<file path="src/rtl/stat_rpt_pkg.sv">
`timescale 1ns/1ps
package stat_rpt_pkg;

  typedef enum logic [1:0] {
    RPT_OFF  = 2'b00,
    RPT_ONCE = 2'b01,
    RPT_RSV  = 2'b10,
    RPT_AUTO = 2'b11
  } rpt_mode_e;

  typedef enum logic [1:0] {
    SH_IDLE,
    SH_HOLD,
    SH_SEND
  } sh_state_e;

  // address byte plus enough bytes to carry the payload
  function automatic int msg_bytes(input int flag_w, input int bus_w);
    return 1 + (flag_w + bus_w - 1) / bus_w;
  endfunction

endpackage

</file>
<file path="src/rtl/stat_rpt_ctrl.sv">
`timescale 1ns/1ps
module stat_rpt_ctrl
  import stat_rpt_pkg::*;
#(
  parameter int CTRL_W = 8
) (
  input  logic              clk,
  input  logic              rst,
  input  logic              ctrl_wr,
  input  logic [CTRL_W-1:0] ctrl_byte,
  input  logic              launch,
  output logic              auto_en,
  output logic              once_pend
);

  rpt_mode_e mode_q;
  rpt_mode_e mode_d;
  logic      once_q;
  logic      unused_ctrl_hi;

  assign mode_d         = rpt_mode_e'(ctrl_byte[1:0]);
  assign unused_ctrl_hi = ^ctrl_byte[CTRL_W-1:2];

  always_ff @(posedge clk) begin
    if (rst) begin
      mode_q <= RPT_OFF;
      once_q <= 1'b0;
    end else if (ctrl_wr) begin
      mode_q <= mode_d;
      once_q <= (mode_d == RPT_ONCE) || (mode_d == RPT_AUTO);
    end else if (launch) begin
      once_q <= 1'b0;
    end
  end

  assign auto_en   = (mode_q == RPT_AUTO);
  assign once_pend = once_q;

endmodule

</file>
<file path="src/rtl/stat_rpt_trigger.sv">
`timescale 1ns/1ps
module stat_rpt_trigger #(
  parameter int FLAG_W = 2
) (
  input  logic              clk,
  input  logic              rst,
  input  logic [FLAG_W-1:0] flags,
  input  logic              auto_en,
  input  logic              launch,
  output logic [FLAG_W-1:0] snap,
  output logic              chg_want
);

  logic [FLAG_W-1:0] snap_q;
  logic              chg_q;
  logic              differs;

  assign differs = (flags != snap_q);

  always_ff @(posedge clk) begin
    if (rst) begin
      snap_q <= '0;
    end else if (launch) begin
      snap_q <= flags;
    end
  end

  // sticky record of any change seen while a message is busy
  always_ff @(posedge clk) begin
    if (rst) begin
      chg_q <= 1'b0;
    end else if (!auto_en || launch) begin
      chg_q <= 1'b0;
    end else if (differs) begin
      chg_q <= 1'b1;
    end
  end

  assign snap     = snap_q;
  assign chg_want = auto_en && (chg_q || differs);

endmodule

</file>
<file path="src/rtl/stat_rpt_shifter.sv">
`timescale 1ns/1ps
module stat_rpt_shifter
  import stat_rpt_pkg::*;
#(
  parameter int               FLAG_W    = 2,
  parameter int               BUS_W     = 8,
  parameter logic [BUS_W-1:0] STAT_ADDR = 8'h74
) (
  input  logic              clk,
  input  logic              rst,
  input  logic              want,
  input  logic              start_ack,
  input  logic [FLAG_W-1:0] snap,
  output logic              launch,
  output logic [BUS_W-1:0]  bus_ad,
  output logic              bus_req
);

  localparam int NB    = msg_bytes(FLAG_W, BUS_W);
  localparam int PAD_W = (NB - 1) * BUS_W;
  localparam int IDX_W = (NB > 2) ? $clog2(NB) : 1;
  localparam logic [IDX_W-1:0] IDX_DONE = IDX_W'(NB - 1);
  localparam logic [IDX_W-1:0] IDX_LAST = IDX_W'(NB - 2);
  localparam logic             MULTI    = (NB > 2);

  sh_state_e        st_q;
  logic [IDX_W-1:0] idx_q;
  logic [BUS_W-1:0] ad_q;
  logic             req_q;
  logic [PAD_W-1:0] pad;
  logic [BUS_W-1:0] body [NB];

  always_comb begin
    pad              = '0;
    pad[FLAG_W-1:0]  = snap;
  end

  for (genvar g = 0; g < NB - 1; g++) begin : g_body
    assign body[g] = pad[g*BUS_W +: BUS_W];
  end
  assign body[NB-1] = '0;

  assign launch = (st_q == SH_IDLE) && want;

  always_ff @(posedge clk) begin
    if (rst) begin
      st_q  <= SH_IDLE;
      idx_q <= '0;
      ad_q  <= '0;
      req_q <= 1'b0;
    end else begin
      case (st_q)
        SH_IDLE: begin
          if (want) begin
            st_q  <= SH_HOLD;
            ad_q  <= STAT_ADDR;
            req_q <= 1'b1;
            idx_q <= '0;
          end
        end
        SH_HOLD: begin
          if (start_ack) begin
            st_q  <= SH_SEND;
            ad_q  <= body[0];
            req_q <= MULTI;
            idx_q <= IDX_W'(1);
          end
        end
        SH_SEND: begin
          if (idx_q == IDX_DONE) begin
            st_q  <= SH_IDLE;
            ad_q  <= '0;
            req_q <= 1'b0;
            idx_q <= '0;
          end else begin
            ad_q  <= body[idx_q];
            req_q <= (idx_q != IDX_LAST);
            idx_q <= idx_q + IDX_W'(1);
          end
        end
        default: begin
          st_q  <= SH_IDLE;
          ad_q  <= '0;
          req_q <= 1'b0;
        end
      endcase
    end
  end

  assign bus_ad  = ad_q;
  assign bus_req = req_q;

endmodule

</file>
<file path="src/rtl/stat_reporter.sv">
`timescale 1ns/1ps
module stat_reporter #(
  parameter int               FLAG_W    = 2,
  parameter int               BUS_W     = 8,
  parameter int               CTRL_W    = 8,
  parameter logic [BUS_W-1:0] STAT_ADDR = 8'h74
) (
  input  logic              clk,
  input  logic              rst,
  input  logic              ctrl_wr,
  input  logic [CTRL_W-1:0] ctrl_byte,
  input  logic [FLAG_W-1:0] stat_flags,
  output logic [BUS_W-1:0]  rpt_ad,
  output logic              rpt_req,
  input  logic              rpt_start
);

  logic              launch;
  logic              auto_en;
  logic              once_pend;
  logic              chg_want;
  logic [FLAG_W-1:0] snap;

  stat_rpt_ctrl #(.CTRL_W(CTRL_W)) ctrl_i (
    .clk       (clk),
    .rst       (rst),
    .ctrl_wr   (ctrl_wr),
    .ctrl_byte (ctrl_byte),
    .launch    (launch),
    .auto_en   (auto_en),
    .once_pend (once_pend)
  );

  stat_rpt_trigger #(.FLAG_W(FLAG_W)) trig_i (
    .clk      (clk),
    .rst      (rst),
    .flags    (stat_flags),
    .auto_en  (auto_en),
    .launch   (launch),
    .snap     (snap),
    .chg_want (chg_want)
  );

  stat_rpt_shifter #(
    .FLAG_W    (FLAG_W),
    .BUS_W     (BUS_W),
    .STAT_ADDR (STAT_ADDR)
  ) shift_i (
    .clk       (clk),
    .rst       (rst),
    .want      (once_pend || chg_want),
    .start_ack (rpt_start),
    .snap      (snap),
    .launch    (launch),
    .bus_ad    (rpt_ad),
    .bus_req   (rpt_req)
  );

endmodule

</file>
<file path="config.mk">
export PLATFORM = sky130hd
export DESIGN_NAME = stat_reporter
export DESIGN_NICKNAME = d
export VERILOG_FILES = /design/src/rtl/stat_rpt_pkg.sv /design/src/rtl/stat_rpt_ctrl.sv /design/src/rtl/stat_rpt_trigger.sv /design/src/rtl/stat_rpt_shifter.sv /design/src/rtl/stat_reporter.sv
export SDC_FILE = /design/constraint.sdc
export NUM_CORES = 1
export LEC_CHECK = 0
export BUFFER_PORTS_ARGS = -buffer_cell sky130_fd_sc_hd__buf_2
export CORE_MARGIN = 2
export CORE_UTILIZATION = 50
export DETAILED_ROUTE_END_ITERATION = 7
export PLACE_DENSITY_LB_ADDON = 0.08
export SLEW_MARGIN = 20
export SYNTH_ARGS = -nofsm -noshare
export SYNTH_HDL_FRONTEND = slang
export SYNTH_SLANG_ARGS = --single-unit
export TNS_END_PERCENT = 1
</file>
<file path="constraint.sdc">
create_clock -name clk -period 3.55 [get_ports clk]
set_clock_uncertainty 0.05 [all_clocks]
set_input_delay 0.8875 -clock clk [delete_from_list [all_inputs] [get_ports clk]]
set_output_delay 0.8875 -clock clk [all_outputs]
set_load 0.02 [all_outputs]
</file>
# Yosys cells after proc, flatten, opt, wreduce, memory -nomap -nowiden
# Cells that the tools add are included.
[word_totals]
register_bits = 18
inputBits = 14
[classes]
addsub = 1
n_lt_le_gt_ge = 1
n_eq_ne = 9
muxes = 20
bitwise = 1
reduce_logical = 14
[op_table]
columns = ["op", "count"]
rows = [
  ["$mux 8", 5],
  ["$pmux 8 s3", 1],
  ["$mux 2", 4],
  ["$mux 1", 7],
  ["$eq 2x2->1 const B", 3],
  ["$pmux 2 s3", 1],
  ["$reduce_and 3->1", 2],
  ["$eq 2x1->1 const B", 2],
  ["$logic_or 1x1->1", 4],
  ["$ne 2x1->1 const B", 2],
  ["$pmux 1 s3", 1],
  ["$reduce_bool 3->1", 1],
  ["$ge 2x2->1 const B", 1],
  ["$logic_and 1x1->1", 2],
  ["$logic_not 2->1", 1],
  ["$ne 2x2->1", 1],
  ["$ne 2x2->1 const B", 1],
  ["$not 1->2", 1],
  ["$pmux 1 s2", 1],
  ["$reduce_and 2->1", 1],
  ["$reduce_bool 2->1", 1],
  ["$reduce_or 2->1", 1],
  ["$add 1x1->1 const B", 1],
  ["$logic_not 1->1", 1],
]

# Depth between registers and ports, before layout
# Gate-level depths: netlist (run 1).
[depth]
ltp_word = 7
mapped_depth = 6

# Cells and area by module
# A second synthesis (run 1) with hierarchy kept.
[unflattened]
cells_unflattened = 75
area_unflattened_um2 = 705.7
[modules_own_cells]
columns = ["mod", "instances", "cells_per_inst", "area_per_inst_um2"]
rows = [
  ["stat_rpt_shifter", 1, 49, 456.7],
  ["stat_rpt_trigger", 1, 14, 133.9],
  ["stat_rpt_ctrl", 1, 11, 108.9],
  ["stat_reporter", 1, 1, 6.3],
]

# Least setup slack after synthesis (run 1)
# No wires, ideal clock.
[synth_path]
path_kind = "input to register"
start = "in stat_flags[0]"
end = "reg shift_i.st_q[0]"
setup_ns = 0.088
arrival_time_ns = 1.826
required_time_ns = 3.412
slack_ns = 1.586
cell_stages = 4
cell_sequence = "xor2_1 -> o31a_1 -> o211a_1 -> o32ai_2"
[synth_via]
elab_chain_cells = 6
[synth_lines]
columns = ["item", "line", "rtl"]
rows = [
  ["start: declaration", "stat_reporter.sv:12", "input logic [FLAG_W-1:0] stat_flags,"],
  ["$ne 2x2->1", "stat_rpt_trigger.sv:18", "assign differs = (flags != snap_q);"],
  ["$logic_or 1x1->1", "stat_rpt_trigger.sv:40", "assign chg_want = auto_en && (chg_q || differs);"],
  ["$logic_and 1x1->1", "stat_rpt_trigger.sv:40", ""],
  ["$logic_or 1x1->1", "stat_reporter.sv:51", ".want (once_pend || chg_want),"],
  ["$ne 2x1->1 (no line)", "--", ""],
  ["$reduce_and 3->1 (no line)", "--", ""],
  ["end signal: assignment", "stat_rpt_shifter.sv:47", "st_q <= SH_IDLE;"],
  ["end signal: assignment", "stat_rpt_shifter.sv:55", "st_q <= SH_HOLD;"],
  ["end signal: assignment", "stat_rpt_shifter.sv:63", "st_q <= SH_SEND;"],
  ["end: declaration", "stat_rpt_shifter.sv:26", "sh_state_e st_q;"],
]
# Every way passes these cells.
# A chain may end at the register's enable or synchronous reset.

# Worst setup path in the final report (run 1)
# Ends and elaborated chain as after synthesis.

==> results of run 1 <==
[power groups by stage]
stage	Sequential [µW]	Clock, µW	Combinational [µW]
CTS	144	85.4	51.2
floorplan	148	0	41.3
global route	145	90.6	57.9
detailed placement	148	0	51.0
finish	144	83.4	50.8
global placement	147	0	51.0
[final timing paths]
| check | from | end | slack, ns |
|---|---|---|---|
| max | stat_flags[0] | shift_i.st_q[0] | 1.67 |
| min | shift_i.idx_q | shift_i.idx_q | 0.42 |
| max reg2reg | shift_i.st_q[0] | shift_i.bus_ad[1] | 1.72 |
| min reg2reg | shift_i.idx_q | shift_i.idx_q | 0.42 |
[flip-flops by register name, summed over array words and instances, names as in the netlist]
name and flops:
shift_i.idx_q 1, shift_i.bus_ad 3, ctrl_i.mode_q 2, ctrl_i.once_pend 1
trig_i.snap 2, trig_i.chg_q 1, shift_i.st_q 2
[through the flow]
| step | hold slack [ns] | utilization | std cells | power, µW | worst slack [ns] |
|---|---|---|---|---|---|
| floorplan | 0.3892 | - | 75 | 189.1 | 1.586 |
| global placement | 0.4037 | 0.5589 | 97 | 198.3 | 1.398 |
| detailed placement | 0.4087 | 0.5589 | 97 | 198.6 | 1.393 |
| CTS | 0.4197 | 0.5764 | 100 | 281.0 | 1.678 |
| global route | 0.4492 | 0.5764 | 100 | 293.8 | 1.535 |
| finish | 0.4214 | 0.5764 | 100 | 278.7 | 1.669 |
[synthesized netlist by cell type, drive strengths merged]
cell      n  area, µm²
dfxtp    12      240.2
a21oi     9      45.04
nand2b    7      43.79
o21ai     7      35.03
buf       6      45.04
ha        5      62.56
o211ai    4      30.03
inv       3      11.26
mux2i     2      20.02
nor4      2      12.51
o2111ai   2      17.52
xor2      2      17.52
a21boi    1      7.510
and2      1      6.260
clkbuf    1      3.750
conb      1      3.750
nand2     1      3.750
nor2      1      3.750
nor2b     1      6.260
nor3b     1      7.510
o211a     1      10.01
o31a      1      8.760
o31ai     1      7.510
o32ai     1      16.27
or3b      1      8.760
[routing by layer]
layer  share of wire  GRT usage  up-vias
li1                -          -      287
met3           0.054    0.09783        2
met2            0.43     0.2738       14
met5               0          0        -
met4          0.0076    0.02500        0
met1            0.51     0.2230      245
[cell type report]
class,instances,area [µm²],share of cell area
clock buffer,3,22.52,0.03041
inverter,3,11.26,0.01520
multi-input combinational,53,377.9,0.5101
sequential,12,240.2,0.3243
tap,15,18.77,0.02534
timing repair buffer,14,70.07,0.09459
[critical path, cell delays in order]
cell     delay, ns
buf_2         0.11
xor2_1        0.16
o31a_1        0.39
o211a_1       0.29
o32ai_2       0.19
[kinds of logic (layout without fill, tap and decap cells)]
family,count (synthesis),in the layout,synth area share
flops,12,12,0.3562
compound gates,27,27,0.2635
buf+inv,10,20,0.08904
mux,2,2,0.02969
fa+ha+maj,5,5,0.09276
xor+xnor,2,2,0.02598
other cells,1,2,0.005561
simple gates,15,15,0.1373
==> results by group, run 1 <==
Timing
  • Finish-stage setup viols: 0
  • Setup repair after global routing missed its margin: no
  • Final Cycle Share: 0.5297
  • Final hold vios: 0
  • Worst-Margin Slew: 0.5419 ns
  • FMAX: 531.7 MHz
  • Tmin final: 1.881 ns
  • Max_slew headroom: 0.6354
  • Sum of negative setup slack: 0 ns
  • Slew Viols, Final: 0

Die
  • Initial core utilization: 0.5248
  • Core Rows: 13
  • Die ar.: around 1700 µm²
  • Core area: 1285 µm²
  • Die Y: between 40 and 50 µm
  • # IOs: 23
  • Die Wd: approximately 41 µm

Min path
  • Hold Crit Depth: 2
  • Hold Crit Class: flip-flop to flip-flop

Clocking
  • Post_cts resized: 0
  • Num CTS Buffers: 3
  • # hold bufs at CTS: 0
  • Root buffer cell: clkbuf_4
  • Worst skew pair latency: ~0.27 ns
  • # clock sinks: 12
  • H-tree depth: 1
  • Post-CTS setup buffer count: 0
  • Max Root-Sink Buffers: 2
  • CTS tree: done
  • Clk slew on worst S/H paths: ~0.07 ns

Layout
  • Final Cell Area: 740.7 µm²
  • Antenna diodes: 0
  • Layout area overhead: 9.833%
  • # nets final: ~110
  • Commonest non-fill, non-tap cells in the layout: 14 x buf_2, 12 x dfxtp_1, 9 x a21oi_1
  • Proportion of layout cells with a drive suffix above 1: 0.2235
  • Commonest non-fill, non-tap cell in the layout: buf_2
  • Fillcell total: around 130

Routing
  • Detail Route Antenna Nets: 0
  • Initial DRC Count: 3
  • DR WL/cell: between 10 and 15 µm
  • WL final: roughly 1200 µm
  • Via Count: between 500 and 600
  • First-pass iteration count of the detailed router: 4
  • # DRC: 0
  • DR vias/cell: ~5.5

Pwr
  • Static Leak: 0.0003108 µW
  • Reg power frac: 0.518
  • Switch share: 0.2896
  • Power share of the combinational group: 0.182
  • Internal power: approximately 200 µW
  • Clk pwr share: 0.299
  • Psw: between 80 and 90 µW
  • Pwr/cell area: roughly 380 nW/µm²
  • Worst IR drop on VDD: ~0.16 mV

Setup path
  • R2R depth: 6
  • Worst EP required: between 3 and 4 ns
  • Worst Path Arrival: around 2.0 ns
  • Crit. End Element: flip-flop
  • Critical path type: primary input to flip-flop
  • Worst-path fanout max: 8
  • CP startpoint kind: primary input

Place
  • Post-DP Area: around 700 µm²
  • Port bufs: 14
  • Placed wire-length estimate: between 800 and 900 µm
  • Final GP Congestion: around 0.7

Global routing
  • Vias in the first global route: 445
  • Initial antenna violation count: 0
  • First-pass GRT wire length: roughly 1900 µm
  • Largest net degree at the start of global routing: 15
  • Grt total ovfl: 0
  • Total GRT Usage: 0.1785

Synthesis
  • Synthesized area per cell: just over 9 µm²
  • Mapped cell area: between 600 and 700 µm²
  • Seq/Total Area, Yosys: 0.3562
  • Syn Inst Count: 74
  • Synth warn: 0
  • Cell variety after synth: 25
  • Synth Register Bits: 12

Status
  • Status: finished clean

Run
  • Maxcap violations: 0
No activity file was read; power rests on OpenSTA's default activity.
==> inputs of run 2 (changes only) <==
--- a/config.mk
+++ b/config.mk
@@ -7,7 +7,7 @@
 export LEC_CHECK = 0
 export BUFFER_PORTS_ARGS = -buffer_cell sky130_fd_sc_hd__buf_2
 export CORE_MARGIN = 2
-export CORE_UTILIZATION = 50
+export CORE_UTILIZATION = 43
 export DETAILED_ROUTE_END_ITERATION = 7
 export PLACE_DENSITY_LB_ADDON = 0.08
 export SLEW_MARGIN = 20
==> constraint.sdc (replaced) <==
create_clock -name clk -period 1.65 [get_ports clk]
set_clock_uncertainty 0.05 [all_clocks]
set_input_delay 0.4125 -clock clk [delete_from_list [all_inputs] [get_ports clk]]
set_output_delay 0.4125 -clock clk [all_outputs]
set_load 0.02 [all_outputs]
==> run 2 against run 1 <==
Against the previous run: global-route usage is 1.8 points lower; die area is 15% higher; sequential share of layout area is 2.6 points lower; setup slack worse by 1.6 ns; combinational power grew to 2.7 times the previous value; cell area is 9.5% higher; worst hold slack worse by 0.080 ns; routed wire length is 7.3% higher; register-to-register slack worse by 1.6 ns; sequential power is 120% higher; largest cell class unchanged.
==> results by group, run 2 (synthesis gave the netlist of run 1 again) <==
Status
  • Status: finished clean

Min path
  • Hold Crit Endpoint: ctrl_i.mode_q[1]
  • HP Start: ctrl_byte[1]
  • Hold Crit Class: primary input to flip-flop
  • Hold Crit Depth: 3 (+1)

Setup path
  • Reg2reg setup slack: 0.09 ns (-1.63 ns)
  • Worst EP required: 1.80 ns (-1.89 ns)
  • Crit path largest cell delay: 0.43 ns (+0.04 ns)
  • R2R Path Start: shift_i.st_q[0]
  • Worst Path Arrival: 1.71 ns (-0.31 ns)
  • Crit-path cells: inv_1, ha_1, buf_4, or3b_2, a21oi_1
  • Slowest CP cell: or3b_2
  • Crit. End Element: flip-flop
  • Critical path type: flip-flop to flip-flop
  • R2R depth: 5 (-1)
  • Worst-path fanout max: 5 (-3)
  • R2R Path End: ctrl_i.once_pend
  • CP startpoint kind: flip-flop
  • Crit path max-delay family: simple AND/OR/NAND/NOR gates
  • Buf/Inv on CP: 2 (+1)

Place
  • Final GP Congestion: 0.7458 (+6.2%)
  • Port bufs: 14 (unchanged)
  • Placed wire-length estimate: 991.2 µm (+13%)

Layout
  • Antenna diodes: 0 (unchanged)
  • Layout area overhead: 20.22%
  • Commonest non-fill, non-tap cell in the layout: buf_2
  • Commonest non-fill, non-tap cells in the layout: 14 x buf_2, 11 x dfxtp_1, 9 x a21oi_1
  • # nets final: 114 (+7.5%)
  • Proportion of layout cells with a drive suffix above 1: 0.3118 (+0.08830)
  • Largest register FFs: 3 (unchanged)

Pwr
  • Static Leak: 0.0003531 µW (+14%)
  • Pwr Total: 621.4 µW (+120%)
  • Pwr/cell area: 766.5 nW/µm² (+100%)
  • Worst IR drop on VDD: 0.4913 mV (+210%)

Routing
  • WL final: 1274 µm (+7.3%)
  • DR vias/cell: 5.349 (-2.4%)
  • DR WL/cell: 11.69 µm (-1.5%)
  • First-pass iteration count of the detailed router: 4 (unchanged)
  • Detail Route Antenna Nets: 0 (unchanged)
  • # DRC: 0 (unchanged)
  • Initial DRC Count: 5 (+2)
  • Via Count: 583 (+6.4%)

Timing
  • Hold slack: 0.3409 ns (-0.08046 ns)
  • Slew Viols, Final: 0 (unchanged)
  • Finish-stage setup viols: 0 (unchanged)
  • Final hold vios: 0 (unchanged)
  • Final Cycle Share: 0.9483
  • FMAX: 639.1 MHz
  • Tmin final: around 1.6 ns

Global routing
  • Grt total ovfl: 0 (unchanged)
  • Total GRT Usage: 0.1610 (-0.01757)
  • Vias in the first global route: 543 (+22%)
  • First-pass GRT wire length: 2263 µm (+19%)
  • Initial antenna violation count: 0 (unchanged)
  • Largest net degree at the start of global routing: 15 (unchanged)

Clocking
  • Root buffer cell: clkbuf_4
  • # clock sinks: 12 (unchanged)
  • Num CTS Buffers: 3 (unchanged)
  • CTS tree: done
  • Max Root-Sink Buffers: 2 (unchanged)
  • Worst skew pair latency: 0.26 ns (about the same)
  • H-tree depth: 1 (unchanged)
  • Post-CTS setup buffer count: 0 (unchanged)
  • Clk slew on worst S/H paths: 0.07 ns (about the same)

Run
  • Maxcap violations: 0 (unchanged)

Die
  • Die Y: 43.60 µm (+7.1%)
  • Core area: 1489 µm² (+16%)
  • # IOs: 23 (unchanged)
  • Die ar.: 1901 µm² (+15%)
  • Core Rows: 14 (+1)
  • Initial core utilization: 0.4529 (-0.07189)
  • Die Wd: 43.60 µm (+7.1%)
## run 2: cell count changes in the layout (fill, tap and decap cells not counted)
cell	delta
buf_4	+8
dfxtp_1	-1
dfxtp_2	+1
nand2b_1	-1
nand2b_4	+1
o21ai_0	-1
o21ai_1	+1
## run 2: through the flow
| stage | setup TNS [ns] | instance area, µm² | cells | util | worst slack, ns |
|---|---|---|---|---|---|
| finish | 0 | 810.8 | 109 | 0.5445 | 0.08523 |
| global route | -0.0002234 | 810.8 | 109 | 0.5445 | -0.0002234 |
| CTS | 0 | 802.0 | 109 | 0.5387 | 0.03273 |
| detailed placement | 0 | 779.5 | 106 | 0.5235 | 0.01621 |
| global placement | 0 | 779.5 | 106 | 0.5235 | 0.005430 |
| floorplan | 0 | 678.2 | 75 | - | 0.1454 |
## run 2: repair_timing
item                                    4_1_cts  5_1_grt
endpoints found under the setup margin        0        5
endpoints found under the hold margin         0        0
hold buffers                                  0        0
resized for setup                             0        3
## run 2: metal layers
layer | routed length (µm) | share of wire | GRT usage
met5 | 0 | 0 | 0
met4 | 10 | 0.0078 | 0.09091
met3 | 42 | 0.033 | 0.03750
met2 | 595 | 0.47 | 0.2500
met1 | 625 | 0.49 | 0.2036
## run 2: worst max path at each step
stage	from	end	cells after the start
floorplan	shift_i.st_q[0]	shift_i.bus_ad[5]	6
global placement	stat_flags[0]	shift_i.st_q[0]	5
detailed placement	stat_flags[0]	shift_i.st_q[0]	5
CTS	shift_i.st_q[0]	shift_i.bus_ad[1]	6
global route	shift_i.st_q[0]	shift_i.bus_ad[0]	7
finish	shift_i.st_q[0]	ctrl_i.once_pend	5
## run 2: power breakdown
part,leakage [µW],switching (µW),internal [µW]
Sequential,0.0000980,9.60,301
Clock,0.0000138,89.3,84.3
Combinational,0.000241,76.0,61.2
Total,0.000353,175,447
## run 2: cell type report
class | instances | area (µm²)
Multi-Input combinational cell | 53 | 385.4
Tap cell | 16 | 20.02
Clock buffer | 3 | 22.52
Sequential cell | 12 | 241.5
Timing Repair Buffer | 22 | 130.1
Inverter | 3 | 11.26
Fill cell | 143 | 678.2
## run 2: tightest hold or removal path, cell delays in order
cell     delay (ns)
buf_2          0.07
mux2i_1        0.05
nor2_1         0.08
